File: config.mk
export PLATFORM = sky130hd
export DESIGN_NAME = iw_window
export DESIGN_NICKNAME = d
export VERILOG_FILES = /design/src/rtl/iw_pkg.sv /design/src/rtl/iw_entry.sv /design/src/rtl/iw_alloc.sv /design/src/rtl/iw_age.sv /design/src/rtl/iw_window.sv
export SDC_FILE = /design/constraint.sdc
export NUM_CORES = 1
export LEC_CHECK = 0
export CAP_MARGIN = 20
export CORE_ASPECT_RATIO = 1.5
export CORE_MARGIN = 2
export CORE_UTILIZATION = 35
export CTS_BUF_LIST = sky130_fd_sc_hd__clkbuf_8
export DETAILED_ROUTE_END_ITERATION = 8
export DONT_BUFFER_PORTS = 1
export PLACE_DENSITY = 0.46
export SYNTH_ARGS = -nofsm -noshare
export SYNTH_HDL_FRONTEND = slang
export SYNTH_SLANG_ARGS = --single-unit
File: constraint.sdc
create_clock -name clk -period 2 [get_ports clk]
set_input_delay 0.4 -clock clk [delete_from_list [all_inputs] [get_ports clk]]
set_output_delay 0.4 -clock clk [all_outputs]
set_load 0.1 [all_outputs]
File: src/rtl/iw_pkg.sv
package iw_pkg;
  localparam int DEF_DEPTH = 4;
  localparam int DEF_NSRC  = 2;
  localparam int DEF_NWB   = 2;
  localparam int DEF_TAG_W = 6;
  localparam int DEF_OP_W  = 7;
  localparam int DEF_ROB_W = 4;
endpackage

File: src/rtl/iw_entry.sv
module iw_entry #(
  parameter int NSRC  = iw_pkg::DEF_NSRC,
  parameter int NWB   = iw_pkg::DEF_NWB,
  parameter int TAG_W = iw_pkg::DEF_TAG_W,
  parameter int OP_W  = iw_pkg::DEF_OP_W,
  parameter int ROB_W = iw_pkg::DEF_ROB_W
) (
  input  logic                   clk,
  input  logic                   rst_n,
  input  logic                   flush,
  input  logic                   we,
  input  logic                   clr,
  input  logic [OP_W-1:0]        in_op,
  input  logic [NSRC*TAG_W-1:0]  in_src,
  input  logic [NSRC-1:0]        in_used,
  input  logic [NSRC-1:0]        in_rdy,
  input  logic [TAG_W-1:0]       in_dst,
  input  logic [ROB_W-1:0]       in_rob,
  input  logic [NWB-1:0]         wb_valid,
  input  logic [NWB*TAG_W-1:0]   wb_tag,
  output logic                   vld,
  output logic                   rdy,
  output logic [OP_W-1:0]        op,
  output logic [NSRC*TAG_W-1:0]  src,
  output logic [TAG_W-1:0]       dst,
  output logic [ROB_W-1:0]       rob
);
  logic [NSRC-1:0] src_rdy_q;
  logic [NSRC-1:0] hit_held;
  logic [NSRC-1:0] hit_new;

  // tag comparators: one per source per broadcast lane
  generate
    for (genvar s = 0; s < NSRC; s++) begin : g_src
      always_comb begin
        hit_held[s] = 1'b0;
        hit_new[s]  = 1'b0;
        for (int w = 0; w < NWB; w++) begin
          if (wb_valid[w] && wb_tag[w*TAG_W +: TAG_W] == src[s*TAG_W +: TAG_W])
            hit_held[s] = 1'b1;
          if (wb_valid[w] && wb_tag[w*TAG_W +: TAG_W] == in_src[s*TAG_W +: TAG_W])
            hit_new[s] = 1'b1;
        end
      end
    end
  endgenerate

  always_ff @(posedge clk) begin
    if (!rst_n) begin
      vld       <= 1'b0;
      src_rdy_q <= '0;
    end else begin
      if (flush)      vld <= 1'b0;
      else if (we)    vld <= 1'b1;
      else if (clr)   vld <= 1'b0;
      if (we) src_rdy_q <= ~in_used | in_rdy | hit_new;
      else    src_rdy_q <= src_rdy_q | hit_held;
    end
  end

  always_ff @(posedge clk) begin
    if (!rst_n) begin
      op  <= '0;
      src <= '0;
      dst <= '0;
      rob <= '0;
    end else if (we) begin
      op  <= in_op;
      src <= in_src;
      dst <= in_dst;
      rob <= in_rob;
    end
  end

  assign rdy = vld & (&src_rdy_q);

  // allocator must only target a free slot
  assert_fill_free_slot_R2: assert property (@(posedge clk) disable iff (!rst_n)
    we |-> !vld);
  // an accepted issue releases the slot
  assert_release_after_issue_R9: assert property (@(posedge clk) disable iff (!rst_n)
    (clr && !we) |=> !vld);
endmodule

File: src/rtl/iw_alloc.sv
module iw_alloc #(
  parameter int DEPTH = iw_pkg::DEF_DEPTH
) (
  input  logic [DEPTH-1:0] occ,
  output logic [DEPTH-1:0] slot_oh,
  output logic             full
);
  always_comb begin
    slot_oh = '0;
    for (int i = DEPTH-1; i >= 0; i--) begin
      if (!occ[i]) slot_oh = DEPTH'(1) << i;
    end
  end
  assign full = &occ;
endmodule

File: src/rtl/iw_age.sv
module iw_age #(
  parameter int DEPTH = iw_pkg::DEF_DEPTH
) (
  input  logic             clk,
  input  logic             rst_n,
  input  logic             flush,
  input  logic [DEPTH-1:0] ins_we,
  input  logic [DEPTH-1:0] rdy,
  input  logic             iss_ready,
  output logic [DEPTH-1:0] grant
);
  // older_q[i][j] = 1 : slot i entered before slot j
  logic [DEPTH-1:0][DEPTH-1:0] older_q;
  logic [DEPTH-1:0]            pick;
  logic [DEPTH-1:0]            held_q;
  logic                        hold_q;

  always_ff @(posedge clk) begin
    if (!rst_n) begin
      older_q <= '0;
    end else begin
      for (int i = 0; i < DEPTH; i++) begin
        for (int j = 0; j < DEPTH; j++) begin
          if (ins_we[i])                older_q[i][j] <= 1'b0;
          else if (ins_we[j] && i != j) older_q[i][j] <= 1'b1;
        end
      end
    end
  end

  // a ready slot wins unless some other ready slot is older
  generate
    for (genvar i = 0; i < DEPTH; i++) begin : g_pick
      always_comb begin
        logic blocked;
        blocked = 1'b0;
        for (int j = 0; j < DEPTH; j++) begin
          if (rdy[j] && older_q[j][i]) blocked = 1'b1;
        end
        pick[i] = rdy[i] & ~blocked;
      end
    end
  endgenerate

  assign grant = hold_q ? held_q : pick;

  always_ff @(posedge clk) begin
    if (!rst_n) begin
      hold_q <= 1'b0;
      held_q <= '0;
    end else begin
      hold_q <= !flush && (|grant) && !iss_ready;
      held_q <= grant;
    end
  end

  assert_single_grant_R11: assert property (@(posedge clk) disable iff (!rst_n)
    $onehot0(grant));
  assert_grant_is_ready_R7: assert property (@(posedge clk) disable iff (!rst_n)
    (grant & ~rdy) == '0);
  assert_grant_held_R9: assert property (@(posedge clk) disable iff (!rst_n || flush)
    ((|grant) && !iss_ready) |=> $stable(grant));
endmodule

File: src/rtl/iw_window.sv
module iw_window #(
  parameter int DEPTH = iw_pkg::DEF_DEPTH,
  parameter int NSRC  = iw_pkg::DEF_NSRC,
  parameter int NWB   = iw_pkg::DEF_NWB,
  parameter int TAG_W = iw_pkg::DEF_TAG_W,
  parameter int OP_W  = iw_pkg::DEF_OP_W,
  parameter int ROB_W = iw_pkg::DEF_ROB_W
) (
  input  logic                  clk,
  input  logic                  rst_n,
  input  logic                  flush,
  input  logic                  ins_valid,
  output logic                  ins_ready,
  output logic                  win_full,
  input  logic [OP_W-1:0]       ins_op,
  input  logic [NSRC*TAG_W-1:0] ins_src_tag,
  input  logic [NSRC-1:0]       ins_src_used,
  input  logic [NSRC-1:0]       ins_src_rdy,
  input  logic [TAG_W-1:0]      ins_dst_tag,
  input  logic [ROB_W-1:0]      ins_rob,
  input  logic [NWB-1:0]        wb_valid,
  input  logic [NWB*TAG_W-1:0]  wb_tag,
  output logic                  iss_valid,
  input  logic                  iss_ready,
  output logic [OP_W-1:0]       iss_op,
  output logic [NSRC*TAG_W-1:0] iss_src_tag,
  output logic [TAG_W-1:0]      iss_dst_tag,
  output logic [ROB_W-1:0]      iss_rob
);
  logic [DEPTH-1:0] occ, rdy, slot_oh, we, clr, grant;
  logic             full, fire;
  logic [OP_W-1:0]       e_op  [DEPTH];
  logic [NSRC*TAG_W-1:0] e_src [DEPTH];
  logic [TAG_W-1:0]      e_dst [DEPTH];
  logic [ROB_W-1:0]      e_rob [DEPTH];

  iw_alloc #(.DEPTH(DEPTH)) u_alloc (
    .occ(occ), .slot_oh(slot_oh), .full(full)
  );

  assign ins_ready = ~full;
  assign win_full  = full;
  assign we        = slot_oh & {DEPTH{ins_valid & ~full & ~flush}};
  assign iss_valid = (|grant) & ~flush;
  assign fire      = iss_valid & iss_ready;
  assign clr       = grant & {DEPTH{fire}};

  generate
    for (genvar i = 0; i < DEPTH; i++) begin : g_slot
      iw_entry #(.NSRC(NSRC), .NWB(NWB), .TAG_W(TAG_W), .OP_W(OP_W), .ROB_W(ROB_W)) u_ent (
        .clk(clk), .rst_n(rst_n), .flush(flush), .we(we[i]), .clr(clr[i]),
        .in_op(ins_op), .in_src(ins_src_tag), .in_used(ins_src_used), .in_rdy(ins_src_rdy),
        .in_dst(ins_dst_tag), .in_rob(ins_rob),
        .wb_valid(wb_valid), .wb_tag(wb_tag),
        .vld(occ[i]), .rdy(rdy[i]),
        .op(e_op[i]), .src(e_src[i]), .dst(e_dst[i]), .rob(e_rob[i])
      );
    end
  endgenerate

  iw_age #(.DEPTH(DEPTH)) u_age (
    .clk(clk), .rst_n(rst_n), .flush(flush), .ins_we(we), .rdy(rdy),
    .iss_ready(iss_ready), .grant(grant)
  );

  // one-hot payload mux
  always_comb begin
    iss_op      = '0;
    iss_src_tag = '0;
    iss_dst_tag = '0;
    iss_rob     = '0;
    for (int i = 0; i < DEPTH; i++) begin
      if (grant[i]) begin
        iss_op      = iss_op      | e_op[i];
        iss_src_tag = iss_src_tag | e_src[i];
        iss_dst_tag = iss_dst_tag | e_dst[i];
        iss_rob     = iss_rob     | e_rob[i];
      end
    end
  end

  assert_flush_empties_R10: assert property (@(posedge clk) disable iff (!rst_n)
    flush |=> (!iss_valid && !win_full));
  assert_stall_payload_stable_R9: assert property (@(posedge clk) disable iff (!rst_n || flush)
    (iss_valid && !iss_ready) |=> (iss_valid && $stable(iss_rob) && $stable(iss_op)
                                   && $stable(iss_dst_tag) && $stable(iss_src_tag)));
  assert_full_refuses_R2: assert property (@(posedge clk) disable iff (!rst_n)
    (win_full && !fire && !flush) |=> win_full);
endmodule

==> results.cfg <==
[pwr]
internal-power_mw = 4.14
total_power_mw = 5.56
seqPwrFrac_pct = 53.5
combPwrFrac_pct = 5.8
clockPowerShare_pct = 40.7
power.switching_mw = 1.42
peakVddDrop_mv = 0.400
p_sw_share_pct = 25.5
p_per_area_mw_per_mm2 = 586
p_leak_nw = 3.35

[floorplanning]
initial_core_util_pct = 35.5
coreArea_mm2 = 0.0210
dieHeight_um = 183
fp-row-count = 65
ioPinCount = 84
die_x_um = 123
fp.dieArea_mm2 = 0.0225

[finish]
drive_gt1_share_pct = 21.2
area_growth_pct = 27.5
nets = 1027
final_area_mm2 = 0.00950
insertedDiodeCount = 0

[global_route]
grt_max_degree = 134
grt_use_total_pct = 23.9
antenna_found_initial = 0
grt_pass1_vias = 7199
grt_pass1_wl_mm = 40.4
grt_overflow = 0

[clocking]
clockBufferDepth = 2
clkTransAtPathRegs_ns = 0.08
clock_latency_ns = 0.47
clockRootBuffer = clkbuf_8
clock_sinks = 145
numCtsBuffers = 17
htree_levels = 4
cts_tree = built

[synth]
syn-cell-area_mm2 = 0.00745
netlist_top_cells_area = dfxtp_1 39%, nand2_1 15%, a21boi_0 10%, xnor2_1 7.1%, xor2_1 7.1%
yosysTopAreaCell = dfxtp_1
synth_adder_area_share_pct = 0
synth_xor_area_share_pct = 14.1
synthArstFlopShare_pct = 0
synth_top_family_by_area = simple AND/OR/NAND/NOR gates
synth_cells = 921
synthFlopType = dfxtp_1
synth_common_cells = 297 x nand2_1, 145 x dfxtp_1, 103 x a21boi_0
synth.avg_cell_area_um2 = 8.09
synthesis.nets = 973
synth_compound_area_share_pct = 18.7
ys_types = 41
synth_most_common_cell = nand2_1
synth_top_area_share_pct = 39.0
yosysSeqAreaShare_pct = 39.0
synthMuxAreaShare_pct = 0
yosysWarnings = 0
ys_seq_elements = 145
synthSimpleGateAreaFrac_pct = 22.8
synth_edf_count = 0

[timing]
maxSlewViolCount = 0
layout_setup_ws_ns = -0.780
max_freq_ghz = 0.360
skew_ns = 0.0149
worst_pin_slew_ns = 0.898
slew_headroom_pct = 40.2
grt_setup_unrepaired = yes
setup_violations = 30
min_period_over_period_pct = 139
hold_viol = 0
fin_crit_ns = 2.78

[setup_path]
endpoint_kind = output pin
cp.required_ns = 1.60
critPathKind = reg2out
critPathLaunchType = flop
cp.arrival_ns = 2.38
path_max_fanout = 12

[placed_design]
gp_congestion = 0.911
port_buffers = 0
dpl_cell_area_mm2 = 0.00895
dp_hpwl_mm = 17.5

[drt]
dr.pass1.iters = 5
vias = 6824
vias_per_cell = 5.43
ant_nets = 0
wl_per_cell_um = 20.5
drtIter0Drc = 454
routed_wl_mm = 25.7
post-route-drc-count = 0

[status]
violations = negative setup slack
outcome = finished, violations left

[min_path]
hold_path.class = in2reg

[run]
maxCapViolations = 0
area by class of cell:
class                      count  area (um2)
clock inverter                14         134
timing repair buffer         119        1440
multi-input combinational    690        4420
clock buffer                  18         248
tap                          268         335
fill                        2065       11500
inverter                       2        11.3
sequential                   145        2920
cell families after synthesis:
family / Yosys count
compound gates: 178
xor+xnor: 120
buf+inv: 86
flops: 145
simple gates: 392
cell usage in the layout (no fill, tap or decap), types with 9 or more instances in the layout:
cell type,Yosys,final
clkbuf_8,0,18
xor2_1,60,60
dfxtp_1,145,135
buf_4,0,69
a222oi_1,29,29
nand4_1,27,27
nor2_1,24,23
a21boi_1,13,13
nand2_1,297,267
nor4_1,21,20
a21boi_0,103,103
xnor2_1,60,60
dfxtp_2,0,9
buf_12,0,41
nand2_4,0,29
a21oi_1,9,9
registers in the layout (all words and copies together) (netlist names):
register                cells
u_age.held_q                4
g_slot.u_ent.vld            4
g_slot.u_ent.op            28
g_slot.u_ent.src           48
u_age.hold_q                1
g_slot.u_ent.rob           16
u_age.older_q              12
g_slot.u_ent.dst           24
g_slot.u_ent.src_rdy_q      8
per-stage QoR:
stage / utilization [%] / setup TNS (ns) / hold slack (ns) / std cells / setup WS [ns]
detailed placement: 42.7 / -6.69 / 0.456 / 1212 / -0.352
global route: 45.3 / -23.57 / 0.0151 / 1256 / -0.871
floorplan: - / -3.62 / 0.431 / 921 / -0.733
CTS: 45.0 / -21.56 / 0.00626 / 1255 / -0.810
finish: 45.3 / -20.67 / 0.0342 / 1256 / -0.780
global placement: 42.7 / -6.02 / 0.449 / 1212 / -0.353
per-layer routing:
layer / track usage [%] / routed length [um] / vias up
met3: 4.44 / 1200 / 66
met4: 13.5 / 1180 / 0
met1: 26.3 / 10100 / 3312
met5: 0 / 0 / -
li1: - / - / 3227
met2: 42.5 / 13300 / 219
what timing repair did:
item	4_1_cts	5_1_grt
endpoints found under the setup margin	30	32
resized for setup	7	14
hold buffers	1	0
setup buffers	11	1
hold endpoints to repair	2	0
pin swaps	7	3
worst paths after layout:
kind	slack (ns)	depth (start not counted)	endpoint	startpoint
max reg2reg	0.25	7	u_age.hold_q	g_slot[1].u_ent.src_rdy_q[1]
min	0.03	1	g_slot[2].u_ent.vld	iss_ready
max	-0.78	9	iss_rob[3]	g_slot[3].u_ent.src_rdy_q[0]
min reg2reg	0.46	2	g_slot[3].u_ent.op[0]	g_slot[3].u_ent.op[0]
power by group through the flow:
stage | clock network, mW | registers [mW] | logic, mW
after detailed placement | 0 | 3.04 | 0.321
after CTS | 2.32 | 2.98 | 0.324
after global routing | 2.44 | 2.98 | 0.357
final | 2.26 | 2.97 | 0.323
after floorplan | 0 | 3.02 | 0.353
after global placement | 0 | 3.04 | 0.314
worst max-delay path: stages (launching register included):
cell	delay, ns
dfxtp_2	0.34
and3_4	0.22
a21oi_2	0.06
a32o_2	0.27
buf_12	0.16
buf_12	0.13
a222oi_1	0.35
buf_4	0.18
nand2_4	0.04
buf_12	0.16
Note: power is estimated with default switching activity, not from simulation.
